[src/rtl/pio_count_calc.sv]
module pio_count_calc #(
  parameter int TW = 10,
  parameter int CW = TW
) (
  input  logic          clk,
  input  logic          rst_n,
  input  logic          start,
  input  logic [TW-1:0] setup_ns,
  input  logic [TW-1:0] active_ns,
  input  logic [TW-1:0] cycle_ns,
  input  logic [TW-1:0] clk_ns,
  input  logic [1:0]    rev,
  input  logic          mate_en,
  input  logic [CW-1:0] mate_setup,
  input  logic [4:0]    mate_active,
  input  logic [4:0]    mate_recov,
  output logic          done,
  output logic [1:0]    setup_code,
  output logic [7:0]    drw_byte
);
  localparam int XW = CW + 2;

  typedef enum logic [1:0] {S_IDLE, S_DIV, S_FIN} st_t;
  st_t st;

  logic [1:0]    idx;
  logic [TW-1:0] rem, per;
  logic [CW-1:0] quo;
  logic [TW-1:0] ts, ta, tc;
  logic [1:0]    rv;
  logic          men;
  logic [CW-1:0] ms;
  logic [4:0]    ma, mr;
  logic [CW-1:0] cs, ca, cr, cc;

  logic [TW:0]   t_sa;
  logic [TW-1:0] t_rec, next_div;

  assign t_sa  = {1'b0, ts} + {1'b0, ta};
  assign t_rec = ({1'b0, tc} > t_sa) ? TW'({1'b0, tc} - t_sa) : '0;

  always_comb begin
    case (idx)
      2'd0:    next_div = ta;
      2'd1:    next_div = t_rec;
      default: next_div = tc;
    endcase
  end

  always_ff @(posedge clk or negedge rst_n) begin
    if (!rst_n) begin
      st  <= S_IDLE;
      idx <= '0;
      rem <= '0;
      quo <= '0;
      per <= '0;
      ts  <= '0;
      ta  <= '0;
      tc  <= '0;
      rv  <= '0;
      men <= 1'b0;
      ms  <= '0;
      ma  <= '0;
      mr  <= '0;
      cs  <= '0;
      ca  <= '0;
      cr  <= '0;
      cc  <= '0;
    end else begin
      case (st)
        S_IDLE: if (start) begin
          ts  <= setup_ns;
          ta  <= active_ns;
          tc  <= cycle_ns;
          per <= (clk_ns == '0) ? TW'(1) : clk_ns;
          rv  <= rev;
          men <= mate_en;
          ms  <= mate_setup;
          ma  <= mate_active;
          mr  <= mate_recov;
          rem <= setup_ns;
          quo <= '0;
          idx <= '0;
          st  <= S_DIV;
        end
        S_DIV: if (rem == '0) begin
          case (idx)
            2'd0:    cs <= quo;
            2'd1:    ca <= quo;
            2'd2:    cr <= quo;
            default: cc <= quo;
          endcase
          quo <= '0;
          if (idx == 2'd3) st <= S_FIN;
          else begin
            rem <= next_div;
            idx <= idx + 2'd1;
          end
        end else begin
          rem <= (rem > per) ? rem - per : '0;
          quo <= quo + CW'(1);
        end
        default: st <= S_IDLE;
      endcase
    end
  end

  logic [XW-1:0] xs, xa, xr, xc;
  logic [XW-1:0] a_min, s_plus_a, r_alt, r_max, r_min, a_carry, r_cap17;
  logic [XW-1:0] a_fin, r_rev, r_fin, s_out, a_out, r_out;

  assign xs = XW'(cs);
  assign xa = XW'(ca);
  assign xr = XW'(cr);
  assign xc = XW'(cc);

  always_comb begin
    a_min    = (xa < XW'(2)) ? XW'(2) : xa;
    s_plus_a = xs + a_min;
    r_alt    = (xc > s_plus_a) ? xc - s_plus_a : '0;
    r_max    = (r_alt > xr) ? r_alt : xr;
    r_min    = (r_max < XW'(2)) ? XW'(2) : r_max;
    if (r_min > XW'(17)) begin
      a_carry = a_min + (r_min - XW'(17));
      r_cap17 = XW'(17);
    end else begin
      a_carry = a_min;
      r_cap17 = r_min;
    end
    a_fin = (a_carry > XW'(16)) ? XW'(16) : a_carry;
    r_rev = (rv > 2'd1) ? r_cap17 - XW'(1) : r_cap17;
    r_fin = (r_rev > XW'(16)) ? XW'(16) : r_rev;
    s_out = (men && XW'(ms) > xs) ? XW'(ms) : xs;
    a_out = (men && XW'(ma) > a_fin) ? XW'(ma) : a_fin;
    r_out = (men && XW'(mr) > r_fin) ? XW'(mr) : r_fin;
  end

  always_ff @(posedge clk or negedge rst_n) begin
    if (!rst_n) begin
      done       <= 1'b0;
      setup_code <= 2'b00;
      drw_byte   <= 8'h00;
    end else begin
      done <= (st == S_FIN);
      if (st == S_FIN) begin
        case (s_out)
          XW'(4):          setup_code <= 2'b00;
          XW'(3):          setup_code <= 2'b10;
          XW'(1), XW'(2):  setup_code <= 2'b01;
          default:         setup_code <= 2'b11;
        endcase
        drw_byte <= {a_out[3:0], r_out[3:0]};
      end
    end
  end
endmodule


[config.mk]
export PLATFORM = sky130hd
export DESIGN_NAME = pio_count_calc
export DESIGN_NICKNAME = d
export VERILOG_FILES = /design/src/rtl/pio_count_calc.sv
export SDC_FILE = /design/constraint.sdc
export NUM_CORES = 1
export LEC_CHECK = 0
export ABC_CLOCK_PERIOD_IN_PS = 22000
export BUFFER_PORTS_ARGS = -buffer_cell sky130_fd_sc_hd__buf_2
export CORE_MARGIN = 4
export CORE_UTILIZATION = 55
export DETAILED_ROUTE_END_ITERATION = 16
export PLACE_DENSITY = 0.71
export SLEW_MARGIN = 15
export SYNTH_ARGS = -nofsm -noshare
export SYNTH_HDL_FRONTEND = slang
export SYNTH_SLANG_ARGS = --single-unit
[constraint.sdc]
create_clock -name clk -period 22 [get_ports clk]
set_input_delay 1.1 -clock clk [delete_from_list [all_inputs] [get_ports clk]]
set_output_delay 1.1 -clock clk [all_outputs]
set_load 0.02 [all_outputs]
==> flow_summary_export.csv <==
group,metric,value,unit
cells_and_area,insertedDiodeCount,0,
clocking,cts_buffer_depth,2,
critical_path,cp.arrival,12.39,ns
timing,rsz0062_at_grt,"no",
timing,hold_viol_final,0,
cells_and_area,nets,1420,
timing,layout_min_cycle_time,12.03,ns
timing,maxSlewViolCount,0,
critical_path,slowest_delay,0.57,ns
synthesis,seq_area_frac_synth,33.73,%
timing,tns,0,ns
synthesis,async_reset_ff_share,100.0,%
floorplan,rows,49,
cells_and_area,drive_gt1_share,13.51,%
clocking,cts_buffers,17,
floorplan,core_area,18090,µm²
critical_path,crit_buf_inv,4,
clocking,cts_tree,"done",
synthesis,synth.most_common_cell,"nand2_1",
synthesis,synth_flop_cell,"dfrtp_1",
critical_path,crit_family,"compound AO/OA/AOI/OAI gates",
global_route,grtUsageMet2,41.11,%
place,io_buffers,75,
synthesis,synth.distinct_cells,81,
global_route,grt_max_degree,89,
critical_path,endpoint_kind,"flip-flop",
synthesis,synth_top_cell_area_share,33.73,%
route,vias_per_cell,5.798,
synthesis,yosys_register_bits,137,
floorplan,initial_core_util,56.20,%
clocking,cts_resized,0,
hold_path,hp-class,"reg2reg",
timing,setup_viol,0,
floorplan,die_x,143.9,µm
global_route,antenna_found_initial,0,
timing,fin_crit_sh,54.67,%
clocking,clk_pin_slew,0.06,ns
clocking,cts-root-buf,"clkbuf_16",
synthesis,synth_area_leaders,"dfrtp_1 34%, ha_1 13%, nand2_1 7.9%",
route,vias,8581,
synthesis,yosysWarnings,0,
global_route,busiest_layer,"met2",
route,antenna_left,0,
route,first_pass_iters,5,
timing,slew_headroom,25.79,%
critical_path,critPathMaxFanout,16,
run,drv_cap,0,
floorplan,num_io_pins,77,
timing,clock_skew,0.005496,ns
global_route,grt_pass1_wl,41.59,mm
global_route,globalRouteOverflowTotal,0,
route,first_iter_violations,534,
synthesis,syn-cell-area,10160,µm²
route,route.detailed.drc,0,
global_route,grt_pass1_vias,8333,
clocking,worstSkewPairLatency,0.42,ns
timing,worst_slew_pin_slew,1.105,ns
synthesis,synthCells,1175,
global_route,groute.usage.overall,25.26,%
timing,fmax,0.08314,GHz
clocking,h-tree-depth,4,
place,place.gp.congestion,0.9163,
route,wl,25.27,mm
global_route,use_met1,33.93,%
critical_path,criticalPathCategory,"reg2reg",
critical_path,cp_data_required_time,22.36,ns
critical_path,crit_path_top_delay_cell,"o21ai_1",
cells_and_area,syn2layout_area_growth,11.92,%
place,dp_hpwl,18.98,mm
synthesis,syn_area_per_cell,8.650,µm²
critical_path,crit_path_start_kind,"flip-flop",
synthesis,synth_edf_count,0,
floorplan,die_h,143.9,µm
global_route,grtUsageMet3,3.461,%
cells_and_area,n_fill_cell,1556,
synthesis,synth_area_leader_cell,"dfrtp_1",
floorplan,die_area,20720,µm²
outcome,status,"finished, final reports clean",
clocking,cts.sinks,137,
critical_path,cp_common_cell,"a21oi_1",
critical_path,reg2reg_slack,9.97,ns
clocking,cts_setup_buffers,0,
route,wl_per_cell,17.07,µm
clocking,postCtsHoldBufs,0,
synthesis,synth_common_cells,"213 x nand2_1, 137 x dfrtp_1, 109 x ha_1",
-- registers in the layout, indices dropped and copies added (netlist names), 5 cells and up --
signal and count:
quo 10, ca 10, mr 5, cc 10, per 10, drw_byte 8
ms 10, rem 10, tc 10, ma 5, cr 10, ta 10
ts 10, cs 10
-- path summary, 6_finish.rpt --
| path | from | to | cells past startpoint |
|---|---|---|---|
| hold / removal | drw_byte[7] | drw_byte[7] | 1 |
| min in group asynchronous | rst_n | cs[3] | 1 |
| setup / recovery | ca[6] | drw_byte[7] | 57 |
| max in group asynchronous | rst_n | rem[4] | 2 |
| setup reg to reg | ca[6] | drw_byte[7] | 57 |
| hold reg to reg | drw_byte[7] | drw_byte[7] | 1 |
-- through the flow --
stage / cell area, µm² / util, % / setup WS (ns) / hold slack (ns) / cells
after floorplan: 10170 / - / 11.57 / 0.4523 / 1177
after global placement: 10710 / 59.20 / 10.38 / 0.4712 / 1449
after detailed placement: 10710 / 59.20 / 10.17 / 0.4686 / 1449
after CTS: 11370 / 62.89 / 10.04 / 0.4830 / 1480
after global routing: 11370 / 62.89 / 8.872 / 0.5085 / 1480
final: 11370 / 62.89 / 9.972 / 0.4809 / 1480
-- kinds of logic (layout without fill, tap and decap cells) --
family / Yosys count / count (layout) / synth area share (%)
buffers and inverters: 145 / 219 / 5.601
muxes: 54 / 54 / 5.835
AOI/OAI and AO/OA: 281 / 281 / 18.91
DFF: 137 / 137 / 33.73
other: 1 / 3 / 0.03690
and+or+nand+nor: 403 / 403 / 17.92
xor gates and xnor gates: 39 / 39 / 3.361
adders and majority gates: 115 / 115 / 14.60
-- final cells by class --
| type | count | area [µm²] | share of cell area (%) |
|---|---|---|---|
| sequential | 137 | 3428 | 30.14 |
| inverter | 110 | 412.9 | 3.630 |
| clock buffer | 23 | 478.0 | 4.202 |
| clock inverter | 8 | 190.2 | 1.672 |
| tap | 229 | 286.5 | 2.519 |
| multi-input combinational | 895 | 6175 | 54.28 |
| timing repair buffer | 78 | 404.1 | 3.553 |
-- worst register-to-register path, delay by kind of cell, from the launching register on --
kind                       cells  cell delay (ns)
AOI/OAI and AO/OA             32             6.79
xor gates and xnor gates       1             0.10
adders and majority gates      7             2.08
buffers and inverters          4             0.30
DFF                            1             0.46
muxes                          1             0.14
and+or+nand+nor               12             2.13
-- layer usage --
layer | routed length [µm] | up-vias
met3 | 1087 | 50
met2 | 12040 | 231
met5 | 0 | -
met4 | 897 | 0
met1 | 11240 | 4040
li1 | - | 4260
-- cells in the final DEF, fill, tap and decap left out, drive strengths merged, types with 5 or more instances in the layout --
cell type  instances
xnor2             25
bufinv             6
fa                 6
dfrtp            137
o21ai             84
nand2            213
a22oi              8
a21oi             59
o31ai              5
nor4               7
a221o              5
a2111oi            5
o21a               7
inv              108
a222oi             8
nand3             16
and3              12
nor3              10
o221ai             8
and2              11
mux2              42
ha               109
a221oi             6
a21boi             5
buf               78
clkbuf            23
a31oi             11
xor2              14
o21bai             8
a21o              24
nor2              70
mux2i             12
a211oi             7
nor2b             11
nand4             12
nand2b            20
Power is not shown: default switching activity piles up to over one toggle a cycle in this logic, so the estimate is an artifact.
